<file path="src/rtl/rtc_cal_pkg.sv">
package rtc_cal_pkg;
    localparam int NUM_REGS = 7;
    localparam int BYTE_W   = 8;
    localparam int ADDR_W   = $clog2(NUM_REGS);
    localparam int FLAT_W   = NUM_REGS * BYTE_W;
    localparam int SEC_IDX  = 0;
    localparam int HR_MODE_BIT = 6;
    localparam int HR_PM_BIT   = 5;

    // Field order puts seconds in the least significant byte: address i = byte i.
    typedef struct packed {
        logic [BYTE_W-1:0] year;
        logic [BYTE_W-1:0] mon;
        logic [BYTE_W-1:0] mday;
        logic [BYTE_W-1:0] wday;
        logic [BYTE_W-1:0] hour;
        logic [BYTE_W-1:0] min;
        logic [BYTE_W-1:0] sec;
    } cal_t;

    localparam cal_t CAL_RESET = '{year: 8'h00, mon: 8'h01, mday: 8'h01,
                                   wday: 8'h01, hour: 8'h00, min: 8'h00, sec: 8'h00};

    function automatic logic [7:0] bcd_inc(input logic [7:0] v);
        if (v[3:0] >= 4'd9) return {v[7:4] + 4'd1, 4'd0};
        return {v[7:4], v[3:0] + 4'd1};
    endfunction

    function automatic logic [7:0] bcd_to_bin(input logic [7:0] v);
        return 8'(v[7:4]) * 8'd10 + 8'(v[3:0]);
    endfunction

    function automatic logic is_leap(input logic [7:0] year_bcd);
        logic [7:0] b;
        b = bcd_to_bin(year_bcd);
        return (b[1:0] == 2'b00);
    endfunction

    function automatic logic [7:0] month_len(input logic [7:0] mon, input logic [7:0] year);
        case (mon)
            8'h02:                      return is_leap(year) ? 8'h29 : 8'h28;
            8'h04, 8'h06, 8'h09, 8'h11: return 8'h30;
            default:                    return 8'h31;
        endcase
    endfunction

    function automatic logic [BYTE_W-1:0] get_byte(input cal_t c, input logic [ADDR_W-1:0] idx);
        logic [FLAT_W-1:0] f;
        f = c;
        return f[idx*BYTE_W +: BYTE_W];
    endfunction

    function automatic cal_t put_byte(input cal_t c, input logic [ADDR_W-1:0] idx,
                                      input logic [BYTE_W-1:0] d);
        logic [FLAT_W-1:0] f;
        f = c;
        f[idx*BYTE_W +: BYTE_W] = d;
        return cal_t'(f);
    endfunction
endpackage

</file>
<file path="src/rtl/rtc_cal_advance.sv">
module rtc_cal_advance
    import rtc_cal_pkg::*;
(
    input  cal_t cur,
    output cal_t nxt
);
    logic c_min, c_hour, c_day, c_mon;
    logic [4:0] h12_digits;
    logic       h12_pm;

    always_comb begin
        nxt        = cur;
        c_min      = 1'b0;
        c_hour     = 1'b0;
        c_day      = 1'b0;
        c_mon      = 1'b0;
        h12_digits = cur.hour[4:0];
        h12_pm     = cur.hour[HR_PM_BIT];

        // seconds and minutes
        if (cur.sec == 8'h59) begin
            nxt.sec = 8'h00;
            c_min   = 1'b1;
        end else begin
            nxt.sec = bcd_inc(cur.sec);
        end
        if (c_min) begin
            if (cur.min == 8'h59) begin
                nxt.min = 8'h00;
                c_hour  = 1'b1;
            end else begin
                nxt.min = bcd_inc(cur.min);
            end
        end

        // hours, in whichever encoding the mode bit selects
        if (c_hour) begin
            if (cur.hour[HR_MODE_BIT]) begin
                if (cur.hour[4:0] == 5'h11) begin
                    h12_digits = 5'h12;
                    h12_pm     = ~cur.hour[HR_PM_BIT];
                    c_day      = cur.hour[HR_PM_BIT];
                end else if (cur.hour[4:0] == 5'h12) begin
                    h12_digits = 5'h01;
                end else begin
                    h12_digits = bcd_inc({3'b000, cur.hour[4:0]}) [4:0];
                end
                nxt.hour = {1'b0, 1'b1, h12_pm, h12_digits};
            end else begin
                if (cur.hour[5:0] == 6'h23) begin
                    nxt.hour = 8'h00;
                    c_day    = 1'b1;
                end else begin
                    nxt.hour = {2'b00, bcd_inc({2'b00, cur.hour[5:0]}) [5:0]};
                end
            end
        end

        // calendar
        if (c_day) begin
            nxt.wday = (cur.wday >= 8'h07) ? 8'h01 : cur.wday + 8'h01;
            if (cur.mday == month_len(cur.mon, cur.year)) begin
                nxt.mday = 8'h01;
                c_mon    = 1'b1;
            end else begin
                nxt.mday = bcd_inc(cur.mday);
            end
        end
        if (c_mon) begin
            if (cur.mon == 8'h12) begin
                nxt.mon  = 8'h01;
                nxt.year = (cur.year == 8'h99) ? 8'h00 : bcd_inc(cur.year);
            end else begin
                nxt.mon = bcd_inc(cur.mon);
            end
        end
    end
endmodule

</file>
<file path="src/rtl/rtc_cal_host_port.sv">
module rtc_cal_host_port
    import rtc_cal_pkg::*;
(
    input  logic                clk,
    input  logic                rst,
    input  cal_t                live,
    input  logic                bus_active,
    input  logic [ADDR_W-1:0]   bus_addr,
    input  logic                bus_wr,
    input  logic [BYTE_W-1:0]   bus_wdata,
    input  logic                bus_rd,
    output logic [BYTE_W-1:0]   bus_rdata,
    output cal_t                shadow,
    output logic [NUM_REGS-1:0] dirty,
    output logic [ADDR_W-1:0]   ptr,
    output logic                act_q,
    output logic                commit
);
    localparam logic [ADDR_W-1:0] LAST_ADDR = ADDR_W'(NUM_REGS - 1);

    logic              start;
    logic [ADDR_W-1:0] ptr_next;

    assign start     = bus_active & ~act_q;
    assign ptr_next  = (ptr == LAST_ADDR) ? '0 : ptr + 1'b1;
    assign commit    = act_q & ~bus_active & (|dirty);
    assign bus_rdata = get_byte(shadow, ptr);

    always_ff @(posedge clk) begin
        if (rst) begin
            act_q  <= 1'b0;
            shadow <= CAL_RESET;
            dirty  <= '0;
            ptr    <= '0;
        end else begin
            act_q <= bus_active;
            if (start) begin
                shadow <= live;
                dirty  <= '0;
                ptr    <= (bus_addr > LAST_ADDR) ? '0 : bus_addr;
            end else if (bus_active && bus_wr) begin
                shadow     <= put_byte(shadow, ptr, bus_wdata);
                dirty[ptr] <= 1'b1;
                ptr        <= ptr_next;
            end else if (bus_active && bus_rd) begin
                ptr <= ptr_next;
            end
        end
    end
endmodule

</file>
<file path="src/rtl/rtc_bcd_calendar.sv">
module rtc_bcd_calendar
    import rtc_cal_pkg::*;
(
    input  logic              clk,
    input  logic              rst,
    input  logic              tick_1hz,
    input  logic              bus_active,
    input  logic [ADDR_W-1:0] bus_addr,
    input  logic              bus_wr,
    input  logic [BYTE_W-1:0] bus_wdata,
    input  logic              bus_rd,
    output logic [BYTE_W-1:0] bus_rdata,
    output logic              presc_clr
);
    cal_t                live_q;
    cal_t                live_next;
    cal_t                shadow;
    logic [NUM_REGS-1:0] dirty;
    logic [ADDR_W-1:0]   ptr;
    logic                act_q;
    logic                commit;
    logic [FLAT_W-1:0]   merged;
    logic [FLAT_W-1:0]   live_flat;
    logic [FLAT_W-1:0]   shadow_flat;

    rtc_cal_advance u_adv (
        .cur (live_q),
        .nxt (live_next)
    );

    rtc_cal_host_port u_host (
        .clk        (clk),
        .rst        (rst),
        .live       (live_q),
        .bus_active (bus_active),
        .bus_addr   (bus_addr),
        .bus_wr     (bus_wr),
        .bus_wdata  (bus_wdata),
        .bus_rd     (bus_rd),
        .bus_rdata  (bus_rdata),
        .shadow     (shadow),
        .dirty      (dirty),
        .ptr        (ptr),
        .act_q      (act_q),
        .commit     (commit)
    );

    assign live_flat   = live_q;
    assign shadow_flat = shadow;

    // byte-wise merge of written shadow bytes over the live count
    for (genvar i = 0; i < NUM_REGS; i++) begin : g_merge
        assign merged[i*BYTE_W +: BYTE_W] = dirty[i] ? shadow_flat[i*BYTE_W +: BYTE_W]
                                                     : live_flat[i*BYTE_W +: BYTE_W];
    end

    always_ff @(posedge clk) begin
        if (rst) begin
            live_q    <= CAL_RESET;
            presc_clr <= 1'b0;
        end else begin
            presc_clr <= commit & dirty[SEC_IDX];
            if (commit)        live_q <= cal_t'(merged);
            else if (tick_1hz) live_q <= live_next;
        end
    end
endmodule

</file>
<file path="config.mk">
export PLATFORM = sky130hd
export DESIGN_NAME = rtc_bcd_calendar
export DESIGN_NICKNAME = d
export VERILOG_FILES = /design/src/rtl/rtc_cal_pkg.sv /design/src/rtl/rtc_cal_advance.sv /design/src/rtl/rtc_cal_host_port.sv /design/src/rtl/rtc_bcd_calendar.sv
export SDC_FILE = /design/constraint.sdc
export NUM_CORES = 1
export LEC_CHECK = 0
export ABC_AREA = 1
export CAP_MARGIN = 20
export CELL_PAD_IN_SITES_DETAIL_PLACEMENT = 0
export CELL_PAD_IN_SITES_GLOBAL_PLACEMENT = 1
export CORE_MARGIN = 1.5
export CORE_UTILIZATION = 40
export CTS_CLUSTER_SIZE = 28
export DETAILED_ROUTE_END_ITERATION = 16
export GPL_ROUTABILITY_DRIVEN = 0
export PLACE_DENSITY = 0.72
export RECOVER_POWER = 50
export SLEW_MARGIN = 30
export SYNTH_ARGS = -nofsm -noshare
export SYNTH_HDL_FRONTEND = slang
export SYNTH_SLANG_ARGS = --single-unit
</file>
<file path="constraint.sdc">
create_clock -name clk -period 2.7 [get_ports clk]
set_clock_uncertainty 0.15 [all_clocks]
set_input_delay 0.405 -clock clk [delete_from_list [all_inputs] [get_ports clk]]
set_output_delay 0.405 -clock clk [all_outputs]
set_load 0.005 [all_outputs]
</file>
Word-level counts from Yosys, hierarchy flattened
Index checks and enable logic that the tools add are counted.
- output and inout bits: 9
- logic and storage cells: 205
- input bits: 17
- flip-flop bits (word level): 124
- add/subtract/negate cells: 17
- bitwise gates (word level): 8
- multiplexer cells: 83
- magnitude comparators: 10
- eq/ne operators: 23
- shift-type cells: 3
- reductions and logical operators: 35
- multiply operators: 1
- operators by type and width (kind ; number):
    56-bit two-way mux ; 4
    8-bit two-way mux ; 28
    56-bit bitwise mux ; 1
    8-bit by 34-bit variable shift with 56-bit output (first input constant) ; 1
    56-bit by 7-bit indexed part select with 8-bit output ; 1
    8-bit by 34-bit indexed part select with 56-bit output ; 1
    4-bit by 1-bit adder with 4-bit output (second input constant) ; 11
    1-bit two-way mux ; 34
    6-bit negation with 34-bit output ; 1
    16-bit two-way mux ; 2
    4-bit >= comparator (second input constant) ; 6
    5-bit two-way mux ; 4
    6-bit two-way mux ; 3
    3-bit AND reduction ; 6
    3-bit nonzero test ; 6
    8-bit by 3-bit equality test with 1-bit output (second input constant) ; 2
    8-bit by 5-bit equality test with 1-bit output (second input constant) ; 2
    8-bit by 7-bit equality test with 1-bit output (second input constant) ; 2
    8-bit case mux with 2 select lines ; 1
    4-bit AND reduction ; 4
    3-bit two-way mux ; 5
    5-bit AND reduction ; 3
    2-bit by 1-bit != test with 1-bit output (second input constant) ; 7
    2-bit nonzero test ; 7
    other kinds (30) ; 38

Longest topological paths before layout
- word-level depth: 16
- depth in mapped cells: 18
- depth with buffers taken out: 18

Hierarchy
Synthesis repeated with hierarchy kept, for this count alone.
- cells, all modules: 1620
- area, all modules: 9536.6 um^2
- modules (own cells, without submodules) (module ; cells each ; instances ; area each (um^2) ; sequential area each (um^2)):
    rtc_cal_host_port ; 653 ; 1 ; 4101.4 ; 1341.3
    rtc_bcd_calendar ; 554 ; 1 ; 3225.6 ; 1141.1
    rtc_cal_advance ; 413 ; 1 ; 2209.6 ; 0.0

Least setup slack after synthesis
No wires, ideal clock.
- path type: register -> register
- start point: register u_host.ptr[0]
- end point: register u_host.shadow[24] (netlist name)
- setup slack: 0.193 ns
- path buffers: 1
- period minus slack after synthesis: 2.507 ns
- arrival: 2.216 ns
- data required time: 2.410 ns
- cell stages (with the launch flop): 11
- setup time: 0.140 ns
- cells stage by stage: dfxtp_1 -> inv_2 -> clkbuf_1 -> ha_1 -> ha_1 -> inv_1 -> nor3_1 -> a21oi_1 -> inv_1 -> nand3_1 -> o2111ai_1
- cells in the longest elaborated chain, start to end: 5
- elaborated cells on any way between the ends: 6
- classes of those cells: add/sub (1); shift (2); mux (3)
- ends and longest elaborated chain (what ; line ; source):
    from (decl) ; rtc_cal_host_port.sv:15 ; output logic [ADDR_W-1:0] ptr,
    from (signal assigned) ; rtc_cal_host_port.sv:40 ; ptr <= (bus_addr > LAST_ADDR) ? '0 : bus_addr;
    from (signal assigned) ; rtc_cal_host_port.sv:44 ; ptr <= ptr_next;
    from (signal assigned) ; rtc_cal_host_port.sv:46 ; ptr <= ptr_next;
    6-bit negation with 34-bit output (*) ; rtc_cal_pkg.sv:57 ; f[idx*BYTE_W +: BYTE_W] = d;
    8-bit by 34-bit indexed part select with 56-bit output or 8-bit by 34-bit variable shift with 56-bit output (tied branches) ; rtc_cal_pkg.sv:57 ;
    56-bit bitwise mux (*) ; rtc_cal_pkg.sv:57 ;
    56-bit two-way mux (*) ; rtc_cal_host_port.sv:41 ; end else if (bus_active && bus_wr) begin
    56-bit two-way mux (*) ; rtc_cal_host_port.sv:37 ; if (start) begin
Mark *: on every way between the ends. The rest lies on a longest branch, timed or not. The select of a mux whose other input is x is not followed.
A chain may end at the register's enable or synchronous reset.

Final worst setup path
- start point: register u_host.ptr[2]
- end point: output bus_rdata[5]
- cells in the longest elaborated chain, start to end: 1
- ends and longest elaborated chain (what ; line ; source):
    56-bit by 7-bit indexed part select with 8-bit output ; rtc_cal_pkg.sv:50 ; return f[idx*BYTE_W +: BYTE_W];
    to (decl) ; rtc_bcd_calendar.sv:12 ; output logic [BYTE_W-1:0] bus_rdata,
Every way passes these cells.

==> metrics.md <==
| Metric | Value |
|---|---|
| PortBufs | 25 |
| Finished Layout Cells | 1441 |
| Die span in x | 141 um |
| Nets@finish | 1251 |
| Setup-failing EPs final | 0 |
| Total core area | 18600 sq um |
| HP Class | flop to flop |
| Period Utilization, post-route | 98.6% |
| R2r setup slk | 120 ps |
| CTS root buf | clkbuf_16 |
| Cell Rows | 50 |
| Top cell type's share of synthesized area | 32.8% |
| Endpoints failing hold | 0 |
| Mapped cell area | 7570 sq um |
| Skew-Pair Late Insertion Delay | 430 ps |
| Drc violations | 0 |
| WL met1 | 11900 um |
| Dominant cell type by area after synthesis | dfxtp_1 |
| Status | finished, final reports clean |
| Initial DRC count | 565 |
| Fin util | 49.3% |
| DR top layer | met4 |
| Largest net degree at the start of global routing | 66 |
| H-tree depth | 4 |
| Pins Over Slew Limit | 0 |
| Die area | 19800 sq um |
| Die Y | 141 um |
| CTS max path bufs | 2 |
| Worst r2r dst | u_host.shadow[14] |
| Antenna violations before repair | 0 |
| Startpoint types | flop |
| Clk slew on worst S/H paths | 50 ps |
| Hold_ws | 318 ps |
| Met3 routed WL | 1460 um |
| Max-slew headroom | 42.2% |
| # diodes | 0 |
| Yosys warnings | 0 |
| DR vias/cell | 5.47 |
| CP Max Fanout | 6 |
| Slew @ Worst Pin | 863 ps |
| Post-route cell area | 9200 sq um |
| Vias in the first global route | 7410 |
| Hold_sp | u_host.dirty[3] |
| Worst r2r src | u_host.ptr[0] |
| CTS sink count | 124 |
| VDD IR max | 0.437 mV |
| Crit path time final | 2660 ps |
| CTS Buf Count | 17 |
| Post-synthesis sequential area ratio | 32.8% |
| R2R depth | 9 |
| Pre-Repair DR Iteration Count | 6 |
| Post-Syn Area per Cell | 6.72 sq um |
| Fillers | 1938 |
| Pwr Total | 4.85 mW |
| Final ANT Viol Nets | 0 |
| PD cells | 527 nW/um^2 |
| Hold Path Sink | u_host.dirty[3] |
| Total gr overflow | 0 |
| Crit path required time | 2140 ps |
| Via count | 7885 |
| Leak Pwr | 3.63 nW |
| Delay-heaviest family, CP | buffers and inverters |
| Max cap viols | 0 |
| Layout cells sized above 1 | 12.4% |
| Max Clk Rate | 376 MHz |
| Io pins | 26 |
| Crit path kind | flop to output pin |
| Crit-path cells | inv_2, nor2_4, buf_6, buf_4, buf_4, a211oi_2, o22ai_1, dlygate4sd2_1 |
| Cell variety after synth | 44 |
| Dpl ws | -109 ps |
| CTS tree | yes |
| Critical path's slowest cell | dfxtp_4 |
| Critical Path End Type | output pin |
| Crit path buf inv count | 5 |
| Gr usage total | 27.4% |
| Post-DP Area | 8360 sq um |
| First-pass GRT wire length | 41600 um |
| Setup TNS | 0 ps |
| Hold-fix buffers, CTS | 0 |
| Arrival time worst endpoint | 2110 ps |
| Hpwl dp | 19800 um |
| Wirelength per Cell | 18.5 um |
| Synth area leaders | dfxtp_1 (33%), nand2_1 (13%), inv_1 (6.2%) |
| DRT Wirelength | 26600 um |
| Most frequent CP cell | buf_4 |
| Placed insts | 1391 |
| CP max stage delay | 360 ps |
| Syn_nets | 1181 |
| Synth Register Bits | 124 |
| P&R area growth vs syn | 21.4% |
| Mapped Cells | 1127 |
| Worst hold path cell count | 2 |
| Initial Util | 40.6% |
| WL met2 | 12500 um |
| Final worst slack | 37.3 ps |
==> cells in the final DEF, fill, tap and decap left out, types with 5 or more instances in the layout <==
cell type	instances
clkbuf_8	5
nand2_1	252
o21ai_0	78
o211ai_1	6
buf_4	54
xnor2_1	8
nor4_1	5
nor3_1	17
nand2_2	8
xor2_1	11
o22ai_1	16
ha_1	37
clkbuf_1	5
inv_2	7
nor2_1	94
a31oi_1	51
a21oi_1	69
a211oi_1	6
nor2_2	5
a22oi_1	5
o21ai_1	5
buf_12	5
inv_1	125
clkbuf_16	17
dfxtp_1	122
nand4_1	17
clkdlybuf4s50_1	16
nand3_1	84
==> power by group <==
| part | switching [mW] | total [mW] | internal, mW |
|---|---|---|---|
| logic | 0.472 | 0.746 | 0.273 |
| registers | 0.0296 | 1.89 | 1.86 |
| clock network | 0.844 | 2.21 | 1.37 |
==> flip-flops by register name, indices dropped and copies added (netlist names) <==
signal,cells
u_host.dirty,7
u_host.act_q,1
presc_clr,1
u_host.ptr,3
live_flat,56
u_host.shadow,56
==> per-layer routing <==
metal	up-vias	track usage (%)
li1	3961	-
met4	0	9.43
met5	-	0
met2	251	45.6
met1	3633	35.6
met3	40	5.26
==> how the worst max path moves through the flow <==
| stage | start | end | slack [ps] | depth (start not counted) |
|---|---|---|---|---|
| after CTS | u_host.ptr[1] | bus_rdata[3] | -40 | 7 |
| after detailed placement | u_host.ptr[2] | bus_rdata[1] | -110 | 8 |
| after global placement | u_host.ptr[2] | bus_rdata[1] | -110 | 8 |
| after floorplan | u_host.ptr[0] | u_host.shadow[24] | 190 | 10 |
| final | u_host.ptr[2] | bus_rdata[5] | 40 | 8 |
| after global routing | u_host.ptr[1] | bus_rdata[5] | -10 | 7 |
==> tightest hold or removal path, stage by stage (launching register included) <==
cell     delay [ps]
dfxtp_1         320
inv_1            50
a21oi_1          50
==> synth_stat cells, drive strengths merged <==
cell type	count
o22ai	18
nand4	17
a311oi	1
a31oi	51
a211oi	8
clkinv	1
a221oi	8
a21oi	74
ha	37
nand3	87
o211ai	6
nand2	263
or2	1
clkbuf	32
o2111ai	5
and3	1
o21ai	84
dfxtp	124
nor3	20
inv	133
o31ai	3
buf	13
a22oi	5
mux2i	2
o21a	3
nor2	103
xnor2	8
xor2	11
a32oi	1
nor4	7
==> cell type report <==
class	count	area (sq um)	area share, %
clock buffers	23	498	5.41
clock inverters	6	62.6	0.680
inverters	134	507	5.51
multi-input cells	824	4520	49.1
flip-flops and latches	124	2490	27.1
well taps	234	293	3.18
repair buffers	96	827	8.99
==> timing repair <==
action | in CTS | in global routing
endpoints found under the setup margin | 8 | 20
buffers inserted | 8 | 13
cloned | 0 | 1
pin swaps | 7 | 6
gates resized for setup | 34 | 17
==> logic make-up after synthesis <==
| logic type | count (synthesis) | synth area share [%] |
|---|---|---|
| simple gates | 499 | 28.7 |
| fa+ha+maj | 37 | 6.11 |
| xor+xnor | 19 | 2.20 |
| flops | 124 | 32.8 |
| compound gates | 267 | 20.7 |
| buf+inv | 179 | 9.28 |
| mux | 2 | 0.264 |
No activity file was read; power rests on OpenSTA's default activity.
